`config.mk`:
```
export PLATFORM = sky130hd
export DESIGN_NAME = seg_prefetch_unit
export DESIGN_NICKNAME = d
export VERILOG_FILES = /design/src/rtl/pfq_pkg.sv /design/src/rtl/pfq_ctrl.sv /design/src/rtl/pfq_datapath.sv /design/src/rtl/seg_prefetch_unit.sv
export SDC_FILE = /design/constraint.sdc
export NUM_CORES = 1
export LEC_CHECK = 0
export ABC_CLOCK_PERIOD_IN_PS = 6800
export CAP_MARGIN = 5
export CORE_UTILIZATION = 50
export CTS_CLUSTER_DIAMETER = 40
export CTS_CLUSTER_SIZE = 30
export DETAILED_ROUTE_END_ITERATION = 16
export GPL_ROUTABILITY_DRIVEN = 0
export MAX_ROUTING_LAYER = met4
export PLACE_DENSITY = 0.76
export SLEW_MARGIN = 20
export SYNTH_ARGS = -nofsm -noshare
export SYNTH_HDL_FRONTEND = slang
export SYNTH_SLANG_ARGS = --single-unit
```
`constraint.sdc`:
```
create_clock -name clk -period 6.8 [get_ports clk]
set_clock_uncertainty 0.1 [all_clocks]
set_input_delay 1.36 -clock clk [delete_from_list [all_inputs] [get_ports clk]]
set_output_delay 1.36 -clock clk [all_outputs]
set_load 0.1 [all_outputs]
```
`src/rtl/pfq_pkg.sv`:
```
package pfq_pkg;
  // Strobes from control to datapath, one per datapath action in a cycle
  typedef struct packed {
    logic loadRedirect;  // load segment/offset, empty the queue
    logic pushByte;      // write returned byte, advance offset
    logic popByte;       // remove head byte
    logic issueReq;      // request handed to memory this cycle
  } pfqStrobes_t;
endpackage

```
`src/rtl/pfq_ctrl.sv`:
```
module pfq_ctrl
  import pfq_pkg::*;
(
  input  logic        clk,
  input  logic        rstN,
  input  logic        redirectValid,
  input  logic        memReqReady,
  input  logic        memRspValid,
  input  logic        popReady,
  input  logic        queueEmpty,
  input  logic        queueFull,
  output logic        memReqValid,
  output pfqStrobes_t strobes
);
  logic inFlight;   // one fetch accepted, data not yet back
  logic dropNext;   // that fetch belongs to a flushed stream
  logic wantFetch;

  assign wantFetch   = !inFlight && !queueFull && !redirectValid;
  assign memReqValid = wantFetch;

  always_comb begin
    strobes              = '0;
    strobes.loadRedirect = redirectValid;
    strobes.pushByte     = memRspValid && inFlight && !dropNext && !redirectValid;
    strobes.popByte      = popReady && !queueEmpty && !redirectValid;
    strobes.issueReq     = wantFetch && memReqReady;
  end

  always_ff @(posedge clk) begin
    if (!rstN) begin
      inFlight <= 1'b0;
      dropNext <= 1'b0;
    end else if (memRspValid && inFlight) begin
      inFlight <= 1'b0;
      dropNext <= 1'b0;
    end else begin
      if (strobes.issueReq) inFlight <= 1'b1;
      if (redirectValid && inFlight) dropNext <= 1'b1;
    end
  end

  // a pending drop always refers to a fetch still in flight
  p_drop_needs_flight_r9: assert property (@(posedge clk) disable iff (!rstN)
    dropNext |-> inFlight);

  // an offered but unaccepted request is still offered next cycle
  p_req_persists_r6: assert property (@(posedge clk) disable iff (!rstN)
    (memReqValid && !memReqReady && !redirectValid) |=> (memReqValid || redirectValid));

  // a new request never appears while data is still owed
  p_no_second_req_r6: assert property (@(posedge clk) disable iff (!rstN)
    (strobes.issueReq) |=> !memReqValid);
endmodule

```
`src/rtl/pfq_datapath.sv`:
```
module pfq_datapath
  import pfq_pkg::*;
#(
  parameter int SEG_W       = 16,
  parameter int OFF_W       = 16,
  parameter int SEG_SHIFT   = 4,
  parameter int DATA_W      = 8,
  parameter int QUEUE_DEPTH = 6,
  parameter logic [SEG_W-1:0] RESET_SEG = '1,
  parameter logic [OFF_W-1:0] RESET_OFF = '0,
  localparam int ADDR_W = SEG_W + SEG_SHIFT
) (
  input  logic              clk,
  input  logic              rstN,
  input  pfqStrobes_t       strobes,
  input  logic [SEG_W-1:0]  redirectSeg,
  input  logic [OFF_W-1:0]  redirectOff,
  input  logic [DATA_W-1:0] memRspData,
  output logic [ADDR_W-1:0] fetchAddr,
  output logic              queueEmpty,
  output logic              queueFull,
  output logic [DATA_W-1:0] headData
);
  localparam int PTR_W = (QUEUE_DEPTH > 1) ? $clog2(QUEUE_DEPTH) : 1;
  localparam int CNT_W = $clog2(QUEUE_DEPTH + 1);

  logic [SEG_W-1:0]  codeSeg;
  logic [OFF_W-1:0]  instOff;
  logic [PTR_W-1:0]  wrPtr, rdPtr;
  logic [CNT_W-1:0]  fillCount;
  logic [DATA_W-1:0] slot [QUEUE_DEPTH];

  function automatic logic [PTR_W-1:0] nextPtr(input logic [PTR_W-1:0] p);
    return (p == PTR_W'(QUEUE_DEPTH - 1)) ? '0 : p + 1'b1;
  endfunction

  // Segment times sixteen plus offset, kept to ADDR_W bits
  assign fetchAddr  = {codeSeg, {SEG_SHIFT{1'b0}}} + ADDR_W'(instOff);
  assign queueEmpty = (fillCount == '0);
  assign queueFull  = (fillCount == CNT_W'(QUEUE_DEPTH));
  assign headData   = slot[rdPtr];

  always_ff @(posedge clk) begin
    if (!rstN) begin
      codeSeg <= RESET_SEG;
      instOff <= RESET_OFF;
    end else if (strobes.loadRedirect) begin
      codeSeg <= redirectSeg;
      instOff <= redirectOff;
    end else if (strobes.pushByte) begin
      instOff <= instOff + 1'b1;
    end
  end

  always_ff @(posedge clk) begin
    if (!rstN || strobes.loadRedirect) begin
      wrPtr     <= '0;
      rdPtr     <= '0;
      fillCount <= '0;
    end else begin
      if (strobes.pushByte) wrPtr <= nextPtr(wrPtr);
      if (strobes.popByte)  rdPtr <= nextPtr(rdPtr);
      unique case ({strobes.pushByte, strobes.popByte})
        2'b10:   fillCount <= fillCount + 1'b1;
        2'b01:   fillCount <= fillCount - 1'b1;
        default: fillCount <= fillCount;
      endcase
    end
  end

  for (genvar s = 0; s < QUEUE_DEPTH; s++) begin : g_slot
    always_ff @(posedge clk) begin
      if (strobes.pushByte && wrPtr == PTR_W'(s)) slot[s] <= memRspData;
    end
  end

  // occupancy never exceeds the queue size
  p_no_overflow_r5: assert property (@(posedge clk) disable iff (!rstN)
    fillCount <= CNT_W'(QUEUE_DEPTH));

  // an empty queue stays empty unless a byte arrives
  p_empty_pop_ignored_r7: assert property (@(posedge clk) disable iff (!rstN)
    (queueEmpty && !strobes.pushByte) |=> queueEmpty);

  // the segment only moves on a redirect
  p_seg_kept_r4: assert property (@(posedge clk) disable iff (!rstN)
    (!strobes.loadRedirect) |=> $stable(codeSeg));
endmodule

```
`src/rtl/seg_prefetch_unit.sv`:
```
module seg_prefetch_unit
  import pfq_pkg::*;
#(
  parameter int SEG_W       = 16,
  parameter int OFF_W       = 16,
  parameter int SEG_SHIFT   = 4,
  parameter int DATA_W      = 8,
  parameter int QUEUE_DEPTH = 6,
  parameter logic [SEG_W-1:0] RESET_SEG = '1,
  parameter logic [OFF_W-1:0] RESET_OFF = '0,
  localparam int ADDR_W = SEG_W + SEG_SHIFT
) (
  input  logic              clk,
  input  logic              rstN,
  input  logic              redirectValid,
  input  logic [SEG_W-1:0]  redirectSeg,
  input  logic [OFF_W-1:0]  redirectOff,
  output logic              memReqValid,
  output logic [ADDR_W-1:0] memReqAddr,
  input  logic              memReqReady,
  input  logic              memRspValid,
  input  logic [DATA_W-1:0] memRspData,
  output logic              popValid,
  output logic [DATA_W-1:0] popData,
  input  logic              popReady
);
  pfqStrobes_t strobes;
  logic        queueEmpty;
  logic        queueFull;

  pfq_ctrl u_ctrl (
    .clk           (clk),
    .rstN          (rstN),
    .redirectValid (redirectValid),
    .memReqReady   (memReqReady),
    .memRspValid   (memRspValid),
    .popReady      (popReady),
    .queueEmpty    (queueEmpty),
    .queueFull     (queueFull),
    .memReqValid   (memReqValid),
    .strobes       (strobes)
  );

  pfq_datapath #(
    .SEG_W       (SEG_W),
    .OFF_W       (OFF_W),
    .SEG_SHIFT   (SEG_SHIFT),
    .DATA_W      (DATA_W),
    .QUEUE_DEPTH (QUEUE_DEPTH),
    .RESET_SEG   (RESET_SEG),
    .RESET_OFF   (RESET_OFF)
  ) u_dp (
    .clk         (clk),
    .rstN        (rstN),
    .strobes     (strobes),
    .redirectSeg (redirectSeg),
    .redirectOff (redirectOff),
    .memRspData  (memRspData),
    .fetchAddr   (memReqAddr),
    .queueEmpty  (queueEmpty),
    .queueFull   (queueFull),
    .headData    (popData)
  );

  assign popValid = !queueEmpty;

  // a waiting request keeps its address
  p_addr_hold_r6: assert property (@(posedge clk) disable iff (!rstN)
    (memReqValid && !memReqReady && !redirectValid) |=> (redirectValid || $stable(memReqAddr)));

  // the queue is empty right after a redirect
  p_flush_empties_r8: assert property (@(posedge clk) disable iff (!rstN)
    redirectValid |=> !popValid);

  // no request is offered during a redirect
  p_redirect_blocks_req_r11: assert property (@(posedge clk) disable iff (!rstN)
    redirectValid |-> !memReqValid);
endmodule

```
==> results of run 1 <==
-- stage by stage --
stage	hold slack, ps	worst slack, ps
finish	386	1790
global route	413	1600
CTS	389	1770
detailed placement	367	1980
global placement	360	2010
floorplan	346	1490
-- registers in the layout (all words and copies together), names as in the netlist, named ones only --
| register | cells |
|---|---|
| u_ctrl.dropNext | 1 |
| u_dp.codeSeg | 16 |
| u_dp.rdPtr | 3 |
| u_dp.wrPtr | 3 |
| u_dp.fillCount | 3 |
| u_dp.instOff | 16 |
| u_ctrl.inFlight | 1 |
| u_dp.slot | 48 |
-- path summary, 6_finish.rpt --
check,cells after the start,slack [ps],to
worst max-delay path,8,1790,memReqAddr[15]
worst min-delay path,2,390,u_dp.codeSeg[9]
worst max register to register,9,4490,u_dp.fillCount[2]
worst min register to register,2,390,u_dp.codeSeg[9]
-- cell usage after synthesis (3+ instances only) --
library cell / instances
buf_2: 5
mux4_2: 8
mux2i_1: 25
inv_1: 8
nor2_1: 28
edfxtp_1: 48
or3_1: 3
a21oi_1: 29
xor2_1: 15
clkbuf_1: 12
nand3_1: 8
nand4_1: 6
and2_1: 11
nor3_1: 5
buf_4: 4
ha_1: 15
o21ai_0: 21
a21o_1: 4
and3_1: 6
nand2_1: 38
xnor2_1: 15
nand2b_1: 3
dfxtp_1: 46
-- layer usage --
metal	vias up	wire [um]
li1	1551	-
met1	1490	4050
met2	75	4380
met3	15	425
met4	0	166
met5	-	0
-- power by group --
group          switching (uW)  internal, uW  total (uW)
clock                     214           178         393
combinational             291           120         411
sequential               13.2           608         621
total                     519           906        1420
-- critical path, delay by kind of cell (launching register included) --
kind	cells	cell delay (ps)
DFF	1	440
adders and majority gates	1	280
AOI/OAI and AO/OA	4	1050
and+or+nand+nor	1	120
buffers and inverters	1	1160
xor gates and xnor gates	1	140
-- cell type report --
class / count / area [um^2]
clock inverters: 7 / 87.6
repair buffers: 79 / 776
inverters: 8 / 30.0
well taps: 108 / 135
fillers: 695 / 3180
multi-input cells: 269 / 1950
clock buffers: 9 / 124
flip-flops and latches: 94 / 2360
-- cells by family after synthesis --
family	synth area share [%]
fa+ha+maj	5.13
simple gates	13.3
xor+xnor	5.92
mux	9.70
compound gates	9.75
buf+inv	2.93
flops	53.2
==> flow_summary.ini, run 1 <==
[clock_tree]
cts.root.buffer_cell = clkbuf_8
cts_resized = 0
cts_buffers = 9
cts_tree = built
cts.clk_slew.worst_paths_ps = 100
post_cts_buffers = 0
clock_path_buffers = 2
clock_sinks = 94
h-tree-depth = 3
clk_latency_ps = 360
holdBufCountCts = 0

[yosys]
synth_top_area_cell = edfxtp_1
synth_ff_type = edfxtp_1
synthTopCellsByArea = edfxtp_1, dfxtp_1, mux2i_1
synth.avg_cell_area_um2 = 11.3
yosys_register_bits = 94
synth_warnings = 0
synth.distinct_cells = 45
syn_nets = 455
yosysSeqAreaShare_pct = 53.2
syn_area_um2 = 4440
async_flop_share_pct = 0
synthCells = 392
synth_edf_count = 48
synth_top_cell_area_share_pct = 32.5

[final_layout]
design_area_um2 = 5460
instances_no_fill = 574
fin_nets = 524
drive_above_1_share_pct = 7.51
layout.cells.most_common = clkdlybuf4s50_1
antennaDiodeCount = 0
post-route-util_pct = 63.2
most-common-layout-cells = clkdlybuf4s50_1, edfxtp_1, dfxtp_1, nand2_1, a21oi_1
area_growth_pct = 23.0

[route]
vias_per_cell = 5.45
dr.pass1.iters = 4
post_drt_wl_per_cell_um = 15.7
drt_iter0_drc = 122
wl_mm = 9.02
antenna_left = 0
remaining_drc_errors = 0
vias = 3131

[min_path]
hold_class = flip-flop to flip-flop
min_from = u_dp.codeSeg[9]

[sta]
slew-limit-headroom_pct = 31.5
drv_slew = 0
finalSetupViolations = 0
min_period_ps = 5010
rsz0062_at_grt = no
fmax_ghz = 0.200
tightest_slew_ps = 1020
fin_crit_sh_pct = 73.6
hold_viol_final = 0
final.setup.tns_ps = 0

[worst_setup_path]
cp_max_fo = 4
cp.arrival_ps = 3550
cp-startpoint = u_dp.instOff[5]
startpoint_type = flip-flop
crit_slowest_cell = clkdlybuf4s50_1
critical_path_class = flip-flop to output pin
end_kind = output pin
critPathMaxStageDelay_ps = 1160
required_ps = 5340
crit_chain = ha_1 > a211oi_1 > nor3_2 > a2111oi_4 > o21ai_2 > a21boi_2 > xnor2_1 > clkdlybuf4s50_1
r2r_start = u_ctrl.inFlight

[global_routing]
grt_busiest_layer = met2
use_met3_pct = 4.58
antenna_found_initial = 0
gr-usage-met1_pct = 26.1
grt_usage_pct = 21.7
grt_pass1_wl_mm = 14.5
overflow = 0
grt_pass1_vias = 3088
use_met2_pct = 35.6
grt_max_degree = 43

[power]
total_power_uw = 1420
p_leak_uw = 0.00199
vdd.ir_drop.worst_mv = 0.208
power.density_nw_per_um2 = 261

[place]
port_buffers = 75
dpl_cell_area_um2 = 5250
placedCellCount = 558
dp_hpwl_mm = 6.45

[die]
num_io_pins = 76
core-area_um2 = 8640
die_x_um = 96.2
std_cell_rows = 34
dieArea_um2 = 9260
start_util_pct = 51.4
die_h_um = 96.2

[run_status]
status = finished clean

[job]
drv_cap = 0
No activity file was read; power rests on OpenSTA's default activity.
==> inputs of run 2 (changes only) <==
- ABC_CLOCK_PERIOD_IN_PS: 6800 -> 4650
- clock period: 6.8 -> 4.65 ns (I/O delays scaled with it)
==> run 2 against run 1 <==
Global-route usage is 0.72 points lower. First-iteration DRC count is 30% lower. Die area stayed put. Via count is 1.6% lower. Power is 42% higher. Design area is 0.87% lower. Highest routed layer unchanged. Non-clock buffer count is 1 higher.
==> flow_summary.ini, run 2 (same netlist as run 1, synthesis figures left out) <==
[run_status]
status = finished clean

[final_layout]
layout.cells.most_common = clkdlybuf4s50_1
area_growth_pct = 22.0
most-common-layout-cells = clkdlybuf4s50_1, edfxtp_1, dfxtp_1, nand2_1, a21oi_1
post-route-util_pct = 62.7
n_fill_cell = 699
drive_above_1_share_pct = 10.7
top_regs = u_dp.slot: 48 flops, u_dp.codeSeg: 16 flops, u_dp.instOff: 16 flops
regMostFlops = u_dp.slot
instances_no_fill = 575
antennaDiodeCount = 0
largest_reg_flops = 48
fin_nets = 525

[clock_tree]
h-tree-depth = 3
cts_buffers = 9
post_cts_buffers = 0
holdBufCountCts = 0
clock_path_buffers = 2
cts_tree = built
cts_resized = 0
clk_latency_ps = 360
cts.root.buffer_cell = clkbuf_8
clock_sinks = 94
cts.clk_slew.worst_paths_ps = 100

[sta]
hold_viol_final = 0
rsz0062_at_grt = no
fin_crit_sh_pct = 87.0
tightest_slew_ps = 1010
final.setup.tns_ps = 0
fmax_ghz = 0.247
drv_slew = 0
slew-limit-headroom_pct = 32.7
min_period_ps = 4040
finalSetupViolations = 0
timing.hold.ws_ps = 391

[place]
dp_hpwl_mm = 6.46
port_buffers = 75
placedCellCount = 559

[route]
remaining_drc_errors = 0
post_drt_wl_per_cell_um = 15.4
wl_mm = 8.85
vias = 3081
drt_iter0_drc = 86
dr.pass1.iters = 4
vias_per_cell = 5.36
antenna_left = 0

[global_routing]
grt_pass1_wl_mm = 14.3
grt_max_degree = 43
grt_usage_pct = 21.0
grt_pass1_vias = 3116
overflow = 0
antenna_found_initial = 0

[power]
power_frac_clock_pct = 25.9
p_int_uw = 1270
vdd.ir_drop.worst_mv = 0.352
total_power_uw = 2020
p_seq_share_pct = 45.0
p_leak_uw = 0.00199
pwr-share-comb_pct = 29.2
power.density_nw_per_um2 = 373
switching_power_uw = 749
swShare_pct = 37.1

[die]
num_io_pins = 76
start_util_pct = 51.4
dieArea_um2 = 9260
core-area_um2 = 8640
std_cell_rows = 34
die_x_um = 96.2
die_h_um = 96.2

[worst_setup_path]
required_ps = 3620
cp_max_fo = 10
startpoint_type = flip-flop
end_kind = output pin
cp.arrival_ps = 3010
critical_path_class = flip-flop to output pin
reg2reg_setup_slack_ps = 2330

[job]
drv_cap = 0

[min_path]
hold_class = flip-flop to flip-flop
[run 2: critical path, cell delays in order, from the launching register on]
cell and delay (ps):
dfxtp_1 710, buf_4 300, mux4_2 510, nor2_1 100, a21oi_1 50, clkdlybuf4s50_1 990
[run 2: final timing paths]
check	start	endpoint	cells after the start
hold / removal	u_dp.codeSeg[3]	u_dp.codeSeg[3]	2
setup / recovery	flip-flop	popData[1]	5
hold reg to reg	u_dp.codeSeg[3]	u_dp.codeSeg[3]	2
setup reg to reg	u_ctrl.inFlight	u_dp.fillCount[2]	9
[run 2: final cells by class]
cell class / instances / area, um^2 / area share [%]
clock buffer: 10 / 138 / 2.54
tap: 108 / 135 / 2.50
multi-input combinational: 269 / 1950 / 35.9
clock inverter: 6 / 53.8 / 0.994
timing repair buffer: 80 / 748 / 13.8
inverter: 8 / 30.0 / 0.555
sequential: 94 / 2360 / 43.6
[run 2: per-layer routing]
layer,GRT usage (%),vias to the layer above,wire [um]
met3,4.42,7,299
li1,-,1553,-
met2,36.3,67,4480
met5,-,-,0
met1,25.1,1454,4020
met4,4.73,0,57
[run 2: metrics by stage]
stage / setup slack (ps) / area, um^2
3_5_place_dp: 959 / 5220
6_report: 606 / 5410
3_3_place_gp: 1010 / 5220
4_1_cts: 538 / 5410
5_1_grt: 412 / 5410
2_1_floorplan: 199 / 4440
[run 2: power groups by stage]
| stage | Clock, uW | Sequential (uW) | Combinational (uW) |
|---|---|---|---|
| 2_1_floorplan | 0 | 921 | 457 |
| 3_3_place_gp | 0 | 926 | 583 |
| 3_5_place_dp | 0 | 927 | 588 |
| 4_1_cts | 534 | 908 | 591 |
| 5_1_grt | 564 | 910 | 619 |
| 6_report | 522 | 908 | 589 |
